--- src/rtl/cfg_once_pkg.sv ---
package cfg_once_pkg;
  localparam int BUS_W   = 32;
  localparam int HALF_W  = 16;
  localparam int BE_W    = BUS_W / 8;
  localparam int HBE_W   = BE_W / 2;
  localparam int NUM_WO  = 3;

  typedef enum logic [1:0] {
    SEL_NONE  = 2'd0,
    SEL_CFG   = 2'd1,
    SEL_BOOT  = 2'd2,
    SEL_RSVD  = 2'd3
  } sel_e;
endpackage

--- src/rtl/cfg_once_decode.sv ---
module cfg_once_decode
  import cfg_once_pkg::*;
#(
  parameter int ADDR_W = 8
) (
  input  logic              req_i,
  input  logic [ADDR_W-1:0] addr_i,
  input  logic              super_i,
  output sel_e              sel_o,
  output logic              ok_o
);
  localparam int WORD_W = ADDR_W - 2;
  localparam logic [WORD_W-1:0] W_CFG  = WORD_W'(1);
  localparam logic [WORD_W-1:0] W_BOOT = WORD_W'(2);
  localparam logic [WORD_W-1:0] W_RSVD = WORD_W'(3);

  logic [WORD_W-1:0] word;
  assign word = addr_i[ADDR_W-1:2];

  always_comb begin
    unique case (word)
      W_CFG:   sel_o = SEL_CFG;
      W_BOOT:  sel_o = SEL_BOOT;
      W_RSVD:  sel_o = SEL_RSVD;
      default: sel_o = SEL_NONE;
    endcase
  end

  // only supervisor hits on a mapped word are honoured
  assign ok_o = req_i & super_i & (sel_o != SEL_NONE);
endmodule

--- src/rtl/cfg_once_field.sv ---
module cfg_once_field
  import cfg_once_pkg::*;
#(
  parameter logic [HALF_W-1:0] RST_VAL = '0
) (
  input  logic              clk_i,
  input  logic              rst_ni,
  input  logic              wr_i,
  input  logic              debug_i,
  input  logic [HBE_W-1:0]  be_i,
  input  logic [HALF_W-1:0] wdata_i,
  output logic [HALF_W-1:0] q_o,
  output logic              locked_o
);
  logic hit, take;
  assign hit  = wr_i & (|be_i);
  assign take = hit & (debug_i | ~locked_o);

  always_ff @(posedge clk_i or negedge rst_ni) begin
    if (!rst_ni) begin
      q_o      <= RST_VAL;
      locked_o <= 1'b0;
    end else begin
      if (take) begin
        for (int b = 0; b < HBE_W; b++)
          if (be_i[b]) q_o[b*8 +: 8] <= wdata_i[b*8 +: 8];
      end
      // debug write reopens the register, normal write closes it
      if (hit) locked_o <= ~debug_i;
    end
  end
endmodule

--- src/rtl/cfg_once_test_lock.sv ---
module cfg_once_test_lock (
  input  logic clk_i,
  input  logic rst_ni,
  input  logic wr_i,
  input  logic zero_i,
  output logic test_en_o,
  output logic lockout_o
);
  always_ff @(posedge clk_i or negedge rst_ni) begin
    if (!rst_ni) begin
      test_en_o <= 1'b0;
      lockout_o <= 1'b0;
    end else if (wr_i) begin
      if (zero_i) begin
        test_en_o <= 1'b0;
        lockout_o <= 1'b1;
      end else if (!lockout_o) begin
        test_en_o <= 1'b1;
      end
    end
  end
endmodule

--- src/rtl/cfg_once_bank.sv ---
module cfg_once_bank
  import cfg_once_pkg::*;
#(
  parameter int                ADDR_W       = 8,
  parameter logic [HALF_W-1:0] SYS_CFG_RST  = 16'h0000,
  parameter logic [HALF_W-1:0] PWR_CFG_RST  = 16'h0000,
  parameter logic [HALF_W-1:0] BOOT_CFG_RST = 16'h0000,
  parameter logic [HALF_W-1:0] DEVICE_ID    = 16'h0001
) (
  input  logic              clk_i,
  input  logic              rst_ni,
  input  logic              req_i,
  input  logic [ADDR_W-1:0] addr_i,
  input  logic              we_i,
  input  logic [BE_W-1:0]   be_i,
  input  logic [BUS_W-1:0]  wdata_i,
  input  logic              super_i,
  input  logic              debug_i,
  output logic [BUS_W-1:0]  rdata_o,
  output logic              ack_o,
  output logic              err_o,
  output logic [HALF_W-1:0] sys_cfg_o,
  output logic [HALF_W-1:0] pwr_cfg_o,
  output logic [HALF_W-1:0] boot_cfg_o,
  output logic              test_en_o
);
  localparam logic [NUM_WO-1:0][HALF_W-1:0] RST_VALS =
    {BOOT_CFG_RST, PWR_CFG_RST, SYS_CFG_RST};

  sel_e sel;
  logic ok, wr;
  logic [NUM_WO-1:0][HALF_W-1:0] fld_q;
  logic [NUM_WO-1:0]             fld_lock;
  logic                          lockout;
  logic [BUS_W-1:0]              wmask, rd_mux;

  cfg_once_decode #(.ADDR_W(ADDR_W)) u_dec (
    .req_i   (req_i),
    .addr_i  (addr_i),
    .super_i (super_i),
    .sel_o   (sel),
    .ok_o    (ok)
  );

  assign wr = ok & we_i;

  // field k: 0 = cfg word hi, 1 = cfg word lo, 2 = boot word hi
  for (genvar k = 0; k < NUM_WO; k++) begin : g_fld
    localparam sel_e FSEL = (k < 2) ? SEL_CFG : SEL_BOOT;
    localparam bit   HI   = (k != 1);
    logic [HBE_W-1:0]  be_h;
    logic [HALF_W-1:0] wd_h;
    assign be_h = HI ? be_i[BE_W-1:HBE_W] : be_i[HBE_W-1:0];
    assign wd_h = HI ? wdata_i[BUS_W-1:HALF_W] : wdata_i[HALF_W-1:0];

    cfg_once_field #(.RST_VAL(RST_VALS[k])) u_fld (
      .clk_i    (clk_i),
      .rst_ni   (rst_ni),
      .wr_i     (wr && (sel == FSEL)),
      .debug_i  (debug_i),
      .be_i     (be_h),
      .wdata_i  (wd_h),
      .q_o      (fld_q[k]),
      .locked_o (fld_lock[k])
    );
  end

  for (genvar b = 0; b < BE_W; b++) begin : g_mask
    assign wmask[b*8 +: 8] = {8{be_i[b]}};
  end

  cfg_once_test_lock u_tst (
    .clk_i     (clk_i),
    .rst_ni    (rst_ni),
    .wr_i      (wr && (sel == SEL_RSVD) && (|be_i)),
    .zero_i    ((wdata_i & wmask) == '0),
    .test_en_o (test_en_o),
    .lockout_o (lockout)
  );

  always_comb begin
    unique case (sel)
      SEL_CFG:  rd_mux = {fld_q[0], fld_q[1]};
      SEL_BOOT: rd_mux = {fld_q[2], DEVICE_ID};
      default:  rd_mux = '0;
    endcase
  end

  always_ff @(posedge clk_i or negedge rst_ni) begin
    if (!rst_ni) begin
      ack_o   <= 1'b0;
      err_o   <= 1'b0;
      rdata_o <= '0;
    end else begin
      ack_o   <= ok;
      err_o   <= req_i & ~ok;
      rdata_o <= (ok & ~we_i) ? rd_mux : '0;
    end
  end

  assign sys_cfg_o  = fld_q[0];
  assign pwr_cfg_o  = fld_q[1];
  assign boot_cfg_o = fld_q[2];
endmodule

--- config.mk ---
export PLATFORM = sky130hd
export DESIGN_NAME = cfg_once_bank
export DESIGN_NICKNAME = d
export VERILOG_FILES = /design/src/rtl/cfg_once_pkg.sv /design/src/rtl/cfg_once_decode.sv /design/src/rtl/cfg_once_field.sv /design/src/rtl/cfg_once_test_lock.sv /design/src/rtl/cfg_once_bank.sv
export SDC_FILE = /design/constraint.sdc
export NUM_CORES = 1
export LEC_CHECK = 0
export ABC_AREA = 1
export BUFFER_PORTS_ARGS = -buffer_cell sky130_fd_sc_hd__buf_2
export CORE_ASPECT_RATIO = 0.8
export CORE_UTILIZATION = 40
export DETAILED_ROUTE_END_ITERATION = 12
export PLACE_DENSITY = 0.68
export SLEW_MARGIN = 5
export SYNTH_ARGS = -nofsm -noshare
export SYNTH_HDL_FRONTEND = slang
export SYNTH_HIERARCHICAL = 1
export SYNTH_SLANG_ARGS = --single-unit
--- constraint.sdc ---
create_clock -name clk_i -period 0.9 [get_ports clk_i]
set_input_delay 0.18 -clock clk_i [delete_from_list [all_inputs] [get_ports clk_i]]
set_output_delay 0.18 -clock clk_i [all_outputs]
set_load 0.005 [all_outputs]
After elaboration in Yosys (flattened, before gate mapping)
Cells that the tools add are included.
Operators by class
  bitwise operators: 21
  equal/unequal tests: 7
  muxes and demuxes: 5
  reduce and logical (&&, ||, !) cells: 17
Operators with widths (number)
  case mux 32 bit (2 select lines): 1
  AND 32 bit: 1
  logical NOT 32 bit: 1
  2-to-1 mux 32 bit: 1
  AND reduction 2 bit: 8
  == test 6 x 2 -> 1 bit, second input constant: 2
  AND 1 bit: 11
  == test 6 x 1 -> 1 bit, second input constant: 1
  inverter 1 bit: 6
  case mux 2 bit (3 select lines): 1
  == test 2 bit, second input constant: 2
  logical AND 1 bit: 4
  OR reduction 2 bit: 2
  OR reduction 4 bit: 1
  OR 1 bit: 3
  == test 2 x 1 -> 1 bit, second input constant: 1
  2-to-1 mux 1 bit: 2
  inequality test 2 x 1 -> 1 bit, second input constant: 1
  nonzero test 2 bit: 1
Word-level totals
  flip-flop bits (word level): 87
  logic and storage cells: 64
  output and inout bits: 83
  input bits: 50

Logic depth before layout (Yosys ltp)
  depth in word-level cells: 9
  depth in mapped cells: 15
  gate-level depth less buffers: 12

Modules after synthesis
The synthesis kept the hierarchy.
By module, submodules not included
  cfg_once_field: seq. area each 425.4 sq um, instances 3, cells each 79, area each 784.5 sq um
  cfg_once_bank: seq. area each 850.8 sq um, instances 1, cells each 171, area each 1530.2 sq um
  cfg_once_test_lock: seq. area each 50.0 sq um, instances 1, cells each 9, area each 81.3 sq um
  cfg_once_decode: seq. area each 0.0 sq um, instances 1, cells each 10, area each 43.8 sq um

Worst setup path after synthesis
OpenSTA, ideal clock, no wires.
  path type: input to register
  start: in addr_i[7]
  end: reg g_fld[0].u_fld.q_o[14]
  arrival: 1895 ps
  setup slack: -1112 ps
  buffers on the path: 3
  setup time: 117 ps
  data required time: 783 ps
  cell stages on the path: 14
  cells stage by stage: nor2_1 > inv_1 > nor2_1 > ha_1 > clkbuf_1 > clkbuf_1 > inv_1 > nor2_1 > inv_2 > nor2_4 > buf_8 > nand3_4 > nand2_1 > nand2_1
On the way
  cells in the longest elaborated chain, start to end: 9
  elaborated cells between the ends (all ways): 12
  those cells by class: 4 x eq/ne; 1 x mux; 4 x bitwise; 3 x reduce/logical
Ends and longest elaborated chain
  start: declaration: RTL line cfg_once_bank.sv:13  | input logic [ADDR_W-1:0] addr_i,
  == test 6 x 2 -> 1 bit / == test 6 x 1 -> 1 bit (equally long branches): RTL line cfg_once_decode.sv:21  | unique case (word)
  case mux 2 bit (3 select lines) (*): RTL line cfg_once_decode.sv:21
  named net sel[0]: RTL line cfg_once_bank.sv:30  | sel_e sel;
  nonzero test 2 bit: RTL line cfg_once_decode.sv:30  | assign ok_o = req_i & super_i & (sel_o != SEL_NONE);
  AND 1 bit: RTL line cfg_once_decode.sv:30
  AND 1 bit: RTL line cfg_once_bank.sv:45  | assign wr = ok & we_i;
  logical AND 1 bit (*): RTL line cfg_once_bank.sv:59  | .wr_i (wr && (sel == FSEL)),
  AND 1 bit (*): RTL line cfg_once_field.sv:16  | assign hit = wr_i & (|be_i);
  AND 1 bit (*): RTL line cfg_once_field.sv:17  | assign take = hit & (debug_i | ~locked_o);
  AND reduction 2 bit (no line) (*)
  end signal: indexed assignment: RTL line cfg_once_field.sv:26  | if (be_i[b]) q_o[b*8 +: 8] <= wdata_i[b*8 +: 8];
  end: declaration: RTL line cfg_once_field.sv:12  | output logic [HALF_W-1:0] q_o,
The timed path passes the listed nets; every way through them passes the cells marked *.
A chain may end at the register's enable or synchronous reset.

Worst setup path after layout
  start: in addr_i[6]
  end: reg rdata_o[20]
On the way
  cells in the longest elaborated chain, start to end: 6
  elaborated cells between the ends (all ways): 11
  those cells by class: 5 x eq/ne; 3 x mux; 2 x bitwise; 1 x reduce/logical
Ends and longest elaborated chain
  == test 6 x 2 -> 1 bit / == test 6 x 1 -> 1 bit (equally long branches): RTL line cfg_once_decode.sv:21
  case mux 2 bit (3 select lines) (*): RTL line cfg_once_decode.sv:21
  named net sel[0]: RTL line cfg_once_bank.sv:30
  nonzero test 2 bit: RTL line cfg_once_decode.sv:30
  AND 1 bit: RTL line cfg_once_decode.sv:30
  AND 1 bit: RTL line cfg_once_bank.sv:97  | rdata_o <= (ok & ~we_i) ? rd_mux : '0;
  2-to-1 mux 32 bit (*): RTL line cfg_once_bank.sv:97
  end signal: assignment: RTL line cfg_once_bank.sv:97
  end: declaration: RTL line cfg_once_bank.sv:19  | output logic [BUS_W-1:0] rdata_o,
Marked as above.

==> flow_metrics.py <==
metrics = {
    "outcome": {
        "status": "complete, but fails checks",
        "violations": "negative setup slack",
    },
    "logic_synthesis": {
        "yosys.area_share.simple_pct": 31.6,
        "synth_mux_area_share_pct": 0,
        "synth_top_family_by_area": "simple AND/OR/NAND/NOR gates",
        "yosysTopAreaCell": "dfrtp_1",
        "ys_warn_count": 6,
        "synth_nets": 481,
        "synth_area_leaders": "dfrtp_1, nand2_1, nand4_1, nor2_1, a21oi_2",
        "synthArstFlopShare_pct": 100,
        "yosysSeqAreaShare_pct": 54.3,
        "avgSynthCellArea_um2": 9.39,
        "netlist_area_mm2": 0.00401,
        "synthXorXnorAreaFrac_pct": 0,
        "synth-adder-area-share_pct": 1.25,
        "synth_compound_area_share_pct": 4.87,
        "synth-main-ff-cell": "dfrtp_1",
        "synth_edf_count": 0,
        "synth_seq_cells": 87,
        "synth_top_cell_area_share_pct": 54.3,
        "syn_inst": 427,
        "synth_cell_types": 24,
    },
    "critical_path": {
        "start_kind": "input port",
        "crit_fanout": 32,
        "arrival_ns": 1.64,
        "timing_worst_setup_path_type": "input port to register",
        "required_ns": 1.17,
        "cp-end-kind": "register",
    },
    "place": {
        "dp_hpwl_um": 7450,
        "placed_area_mm2": 0.00517,
        "io_buffers": 130,
        "gp_congestion": 0.804,
    },
    "pwr": {
        "power_switching_mw": 1.78,
        "p_clk_share_pct": 44.1,
        "switching_share_pct": 22.0,
        "comb_power_share_pct": 7.4,
        "pwr-share-seq_pct": 48.5,
        "total_power_mw": 8.10,
        "power_density_mw_per_mm2": 1310,
        "intPower_mw": 6.32,
        "vdd_drop_max_uv": 970,
        "leakage_nw": 3.30,
    },
    "floorplan": {
        "die_h_um": 91.5,
        "initial_core_util_pct": 41.4,
        "rows": 32,
        "core_area_mm2": 0.00969,
        "die_x_um": 114,
        "die_area_mm2": 0.0104,
        "ios": 133,
    },
    "global_route": {
        "grt_first_pass_wirelength_um": 17900,
        "use_met3_pct": 5.54,
        "grt_pass1_vias": 3699,
        "use_met2_pct": 34.0,
        "grt_start_max_net_pins": 46,
        "grt.overflow.total": 0,
        "use_met1_pct": 30.8,
        "busiest_layer": "met2",
        "grt_use_total_pct": 22.2,
        "antenna_found_initial": 0,
    },
    "layout": {
        "multi_input_area_mm2": 0.00174,
        "areaGrowthSynthToFinish_pct": 54.0,
        "finish.utilization_pct": 63.7,
        "drive_above_1_share_pct": 53.9,
        "num_antenna_cells": 0,
        "ff_latch_area_mm2": 0.00218,
        "most-common-layout-cells": "buf_2, nand2_1, buf_4",
        "stdcell_area_mm2": 0.00617,
        "nets": 722,
        "final_common_cell": "buf_2",
        "n_fill_cell": 839,
    },
    "timing": {
        "maxClockFrequency_ghz": 0.727,
        "hold_viol_final": 0,
        "period_share_pct": 153,
        "rsz0062_at_grt": "yes",
        "relSlewSlack_pct": 79.3,
        "worst_pin_slew_ns": 0.308,
        "whs_ns": 0.0603,
        "finalWorstSetupSlack_ns": -0.476,
        "tns_ns": -45.11,
        "period_minus_slack_ns": 1.38,
        "finClkSkew_ns": 0.00654,
        "setup_viol": 168,
        "slew_violations": 0,
    },
    "routing": {
        "via_per_inst": 4.79,
        "drt_pass1_iterations": 4,
        "ant_nets": 0,
        "wirelength_um": 11400,
        "wl_per_cell_um": 14.2,
        "dr_total_vias": 3869,
        "drt-initial-drc-count": 175,
        "drc_errors": 0,
    },
    "flow_run": {
        "cap_violations": 0,
    },
    "clocking": {
        "clock-sinks": 87,
        "cts-root-buf": "clkbuf_16",
        "clockBufferDepth": 2,
        "cts_tree": "built",
        "htreeDepth": 3,
        "clkTransAtPathRegs_ns": 0.06,
        "cts_buffers": 9,
        "clk_latency_ns": 0.34,
    },
    "hold_path": {
        "hold_path.class": "input port to register",
    },
}
routing by layer:
metal	up-vias	part of all wire (%)
met1	1850	45
met5	-	0
met3	19	5.5
met4	0	1.7
met2	121	48
li1	1879	-
path summary, 6_finish.rpt:
| kind | startpoint | endpoint | slack [ns] | cells after the start |
|---|---|---|---|---|
| max | addr_i[6] | rdata_o[20] | -0.48 | 9 |
| min | req_i | err_o | 0.06 | 3 |
| max reg2reg | g_fld[2].u_fld/locked_o | g_fld[2].u_fld/q_o[1] | -0.18 | 4 |
| min reg2reg | u_tst/lockout_o | u_tst/lockout_o | 0.47 | 2 |
| max in group asynchronous | rst_ni | g_fld[1].u_fld/q_o[8] | 0.21 | 3 |
| min in group asynchronous | rst_ni | rdata_o[24] | 0.22 | 2 |
power by group through the flow:
stage | Sequential, mW | Combinational [mW] | Clock [mW]
floorplan | 4.00 | 0.152 | 0
global placement | 4.00 | 0.542 | 0
detailed placement | 4.00 | 0.556 | 0
CTS | 3.93 | 0.593 | 3.65
global route | 3.92 | 0.660 | 3.82
finish | 3.93 | 0.599 | 3.58
synthesized netlist by cell type, types with 4 or more instances:
| library cell | number |
|---|---|
| nor2_4 | 6 |
| ha_1 | 4 |
| nand2_1 | 159 |
| a21oi_2 | 18 |
| inv_1 | 12 |
| dfrtp_1 | 87 |
| clkbuf_1 | 6 |
| buf_6 | 9 |
| buf_12 | 4 |
| nor2_1 | 43 |
| nand4_1 | 49 |
per-stage QoR:
step / cells / worst slack [ns]
floorplan: 427 / -0.766
global placement: 732 / -0.802
detailed placement: 732 / -0.831
CTS: 795 / -0.458
global route: 808 / -0.567
finish: 808 / -0.476
what timing repair did:
item,in CTS,in global routing
gates cloned,1,0
gates resized for setup,32,38
setup endpoints to repair,168,168
endpoints found under the hold margin,87,0
buffers inserted,46,13
hold buffers,1,0
pin swaps,24,25
worst max-delay path, stage by stage:
cell and delay [ns]:
buf_6 0.10, nor2_4 0.10, inv_2 0.07, nor2_4 0.12, inv_1 0.07, ha_1 0.29
or3b_4 0.39, buf_12 0.19, a21oi_2 0.13
sequential cells by signal, indices dropped and copies added (netlist names):
name                  cells
err_o                     1
ack_o                     1
u_tst/test_en_o           1
rdata_o                  32
u_tst/lockout_o           1
g_fld.u_fld/q_o          48
g_fld.u_fld/locked_o      3
cell families (layout without fill, tap and decap cells):
| kind of cell | after synthesis | count (layout) |
|---|---|---|
| DFF | 87 | 87 |
| AOI/OAI and AO/OA | 25 | 25 |
| buffers and inverters | 40 | 285 |
| and+or+nand+nor | 271 | 271 |
| adders and majority gates | 4 | 4 |
layout make-up:
cell class              count  share of cell area, %
well taps                 136                   2.76
clock inverters             5                  0.811
inverters                  15                  0.952
repair buffers            255                   28.4
multi-input cells         300                   28.1
clock buffers              10                   3.71
flip-flops and latches     87                   35.3
Power figures use the tool's default switching activity.
